### src/rtl/usb_link_tracker.sv
module usb_link_tracker (
  input  logic       clk_i,
  input  logic       rst_ni,
  input  logic       vbus_ok_i,
  input  logic       pullup_en_i,
  input  logic       bus_reset_i,
  input  logic       bus_active_i,
  input  logic       bus_idle_i,
  input  logic       frame_start_i,
  input  logic       j_seen_i,
  input  logic       resume_req_i,
  output logic [2:0] link_state_o,
  output logic       detached_o,
  output logic       suspended_o,
  output logic       active_o,
  output logic       vbus_qual_o
);

  typedef enum logic [2:0] {
    StDetached  = 3'd0,
    StPowered   = 3'd1,
    StPwrSusp   = 3'd2,
    StResuming  = 3'd3,
    StAwaitSof  = 3'd4,
    StActive    = 3'd5,
    StSuspended = 3'd6
  } link_st_e;

  link_st_e st_q, st_d;
  logic     attach_ok;

  assign attach_ok = vbus_ok_i & pullup_en_i;

  always_comb begin
    st_d = st_q;
    if (!attach_ok) begin
      st_d = StDetached;
    end else begin
      unique case (st_q)
        StDetached:  st_d = StPowered;
        StPowered: begin
          if (bus_reset_i)       st_d = StAwaitSof;
          else if (resume_req_i) st_d = StResuming;
          else if (bus_idle_i)   st_d = StPwrSusp;
        end
        StPwrSusp: begin
          if (bus_reset_i)       st_d = StAwaitSof;
          else if (bus_active_i) st_d = StPowered;
        end
        StResuming: begin
          if (j_seen_i || bus_reset_i) st_d = StAwaitSof;
        end
        StAwaitSof: begin
          if (bus_idle_i)         st_d = StSuspended;
          else if (frame_start_i) st_d = StActive;
        end
        StActive: begin
          if (bus_idle_i)       st_d = StSuspended;
          else if (bus_reset_i) st_d = StAwaitSof;
        end
        StSuspended: begin
          if (bus_reset_i)       st_d = StAwaitSof;
          else if (bus_active_i) st_d = StResuming;
        end
        default: st_d = StDetached;
      endcase
    end
  end

  always_ff @(posedge clk_i or negedge rst_ni) begin
    if (!rst_ni) st_q <= StDetached;
    else         st_q <= st_d;
  end

  assign link_state_o = st_q;
  assign detached_o   = (st_q == StDetached);
  assign suspended_o  = (st_q == StPwrSusp) || (st_q == StSuspended);
  assign active_o     = (st_q == StAwaitSof) || (st_q == StActive);
  assign vbus_qual_o  = vbus_ok_i & ((st_q == StPowered) | active_o);

endmodule

### config.mk
export PLATFORM = sky130hd
export DESIGN_NAME = usb_link_tracker
export DESIGN_NICKNAME = d
export VERILOG_FILES = /design/src/rtl/usb_link_tracker.sv
export SDC_FILE = /design/constraint.sdc
export NUM_CORES = 1
export LEC_CHECK = 0
export BUFFER_PORTS_ARGS = -buffer_cell sky130_fd_sc_hd__buf_2
export CORE_AREA = 2 2 39 41
export CTS_BUF_LIST = sky130_fd_sc_hd__clkbuf_8
export CTS_CLUSTER_SIZE = 30
export DETAILED_ROUTE_END_ITERATION = 8
export DIE_AREA = 0 0 41 43
export PLACE_DENSITY = 0.62
export SLEW_MARGIN = 0
export SYNTH_ARGS = -nofsm -noshare
export SYNTH_HDL_FRONTEND = slang
export SYNTH_SLANG_ARGS = --single-unit
### constraint.sdc
create_clock -name clk_i -period 1.1 [get_ports clk_i]
set_input_delay 0.11 -clock clk_i [delete_from_list [all_inputs] [get_ports clk_i]]
set_output_delay 0.11 -clock clk_i [all_outputs]
set_load 0.05 [all_outputs]
==> flow_metrics.py <==
metrics = {
    "pwr": {
        "p_leak_nw": 0.321,
        "power_density_mw_per_mm2": 930,
        "max-vdd-ir-drop_mv": 0.545,
    },
    "run_status": {
        "violations": "negative setup slack",
        "status": "finished with violations",
    },
    "global_route": {
        "grtUsageMet1_pct": 18.9,
        "gr-max-usage-layer": "met2",
        "grt_max_degree": 9,
        "grt_overflow_total": 0,
        "grt_pass1_vias": 390,
        "grt_util_met2_pct": 21.6,
        "antenna_found_initial": 0,
        "grt_pass1_wl_um": 1680,
        "grt_use_total_pct": 16.1,
        "use_met3_pct": 4.71,
    },
    "placement": {
        "hpwlAfterDp_um": 658,
        "io_buffers": 16,
        "dp.cells": 78,
        "routabilityCongestion": 0.685,
        "pre_cts_ws_ns": -0.173,
    },
    "flow_run": {
        "max_cap_viol_count": 0,
    },
    "drt": {
        "viasPerCell": 4.87,
        "ant_nets": 0,
        "route.vias.total": 443,
        "drtIter0Drc": 2,
        "post_drt_wl_per_cell_um": 13.6,
        "drt_pass1_iterations": 4,
        "wl_um": 1240,
        "drcViolationCount": 0,
    },
    "floorplanning": {
        "core-area_mm2": 0.00138,
        "io-pin-count": 17,
        "die_y_um": 43,
        "start_util_pct": 24.1,
        "die_area_mm2": 0.00176,
        "num_rows": 14,
        "die_x_um": 41,
    },
    "sta": {
        "setup_viol": 7,
        "setup_slack_ns": -0.204,
        "rsz0062_at_grt": "yes",
        "finalCritPeriodShare_pct": 119,
        "relSlewSlack_pct": 82.3,
        "finalClockSkew_ns": 0.00471,
        "worst_slew_pin_slew_ns": 0.265,
        "drv_slew": 0,
        "max_freq_mhz": 767,
        "hold_viol": 0,
        "period_needed_ns": 1.30,
    },
    "final_layout": {
        "n_antenna_cell": 0,
        "final_common_cell": "buf_2",
        "synthToLayoutAreaGrowth_pct": 118,
        "instances_no_fill": 91,
        "drive_above_1_share_pct": 68.0,
        "final_cell_mix": "buf_2, buf_6, buf_4",
        "nets": 86,
        "largest_register_ffs": 3,
        "fill_cells": 129,
    },
    "yosys": {
        "synth_area_per_cell_um2": 7.77,
        "synth-edff-count": 0,
        "synth_top_flop_cell": "dfrtp_1",
        "yosysWarnings": 0,
        "synth_area_um2": 334,
        "synthArstFlopShare_pct": 100,
        "synth_cell_types": 25,
        "synth_fp_nets": 53,
        "ys_seq_area_share_pct": 22.5,
        "synthCells": 43,
        "ys_ff_latch": 3,
    },
    "clock_tree": {
        "insertion_delay_ns": 0.22,
        "numCtsBuffers": 3,
        "cts_tree": "done",
        "htree_levels": 1,
        "cts.sinks": 3,
        "cts-root-buf": "clkbuf_8",
        "clockBufferDepth": 2,
        "clk_pin_slew_ns": 0.03,
    },
    "critical_path": {
        "crit_type": "reg2out",
        "required_ns": 0.99,
        "critPathMaxFanout": 8,
        "worstSetupEndpointType": "primary output",
        "cp.arrival_ns": 1.19,
        "startpoint_type": "register",
    },
    "worst_hold_path": {
        "min_path_type": "in2reg",
    },
}
-- path summary, 6_finish.rpt --
check	startpoint	to	slack, ns	depth (start not counted)
worst max-delay path	link_state_o[2]	active_o	-0.20	3
worst min-delay path	pullup_en_i	link_state_o[1]	0.16	3
worst max register to register	link_state_o[1]	link_state_o[0]	-0.18	5
worst min register to register	link_state_o[1]	link_state_o[1]	0.76	3
max in group asynchronous	rst_ni	link_state_o[0]	0.75	2
min in group asynchronous	rst_ni	link_state_o[2]	0.23	2
-- metal layers --
metal / share of wire [%] / vias to the layer above
met4: 3.9 / 0
met5: 0 / -
met1: 40 / 205
met2: 50 / 17
li1: - / 217
met3: 5.6 / 4
-- power by group --
group	switching, mW	leakage, nW	internal (mW)	total, mW
Clock	0.0870	0.0269	0.239	0.326
Combinational	0.118	0.258	0.108	0.225
Sequential	0.00979	0.0361	0.116	0.126
Total	0.214	0.321	0.463	0.677
-- Yosys cell counts (2+ instances only) --
cell,instances,area [um2]
nor2_1,5,18.8
nand2_1,4,15.0
a21oi_1,3,15.0
dfrtp_1,3,75.1
nand2b_1,3,18.8
buf_2,2,10.0
nor2b_1,2,12.5
nor3_1,2,10.0
nor3b_2,2,25.0
o21ai_0,2,10.0
-- what timing repair did --
item	4_1_cts	5_1_grt
endpoints found under the hold margin	3	0
setup endpoints to repair	8	9
setup buffers	6	2
hold buffers	1	0
resized for setup	20	8
pin swaps	5	2
-- final cells by class --
type | instances | area [um2] | area share [%]
multi-input cells | 36 | 315 | 43.3
inverters | 1 | 3.75 | 0.515
repair buffers | 31 | 265 | 36.4
flip-flops and latches | 3 | 78.8 | 10.8
well taps | 16 | 20.0 | 2.75
clock buffers | 3 | 41.3 | 5.67
clock inverters | 1 | 3.75 | 0.515
-- critical path, stage by stage, from the launching register on --
cell and delay [ns]:
dfrtp_2 0.47, buf_6 0.16, and2b_2 0.20, buf_8 0.15
-- through the flow --
step | util (%) | TNS [ns] | hold slack, ns | instance area, um2 | total power, mW
floorplan | - | -1.14 | -0.186 | 388 | 0.233
global placement | 36.1 | -0.460 | -0.0950 | 499 | 0.279
detailed placement | 36.1 | -0.507 | -0.0949 | 499 | 0.278
CTS | 48.6 | -1.01 | 0.166 | 673 | 0.654
global route | 52.6 | -1.38 | 0.195 | 728 | 0.694
finish | 52.6 | -1.04 | 0.163 | 728 | 0.677
-- logic make-up after synthesis --
logic type	Yosys count	share of synthesized area, %
buffers and inverters	4	7.49
DFF	3	22.5
muxes	1	3.00
AOI/OAI and AO/OA	12	24.0
and+or+nand+nor	23	43.1
Note: power is estimated with default switching activity, not from simulation.
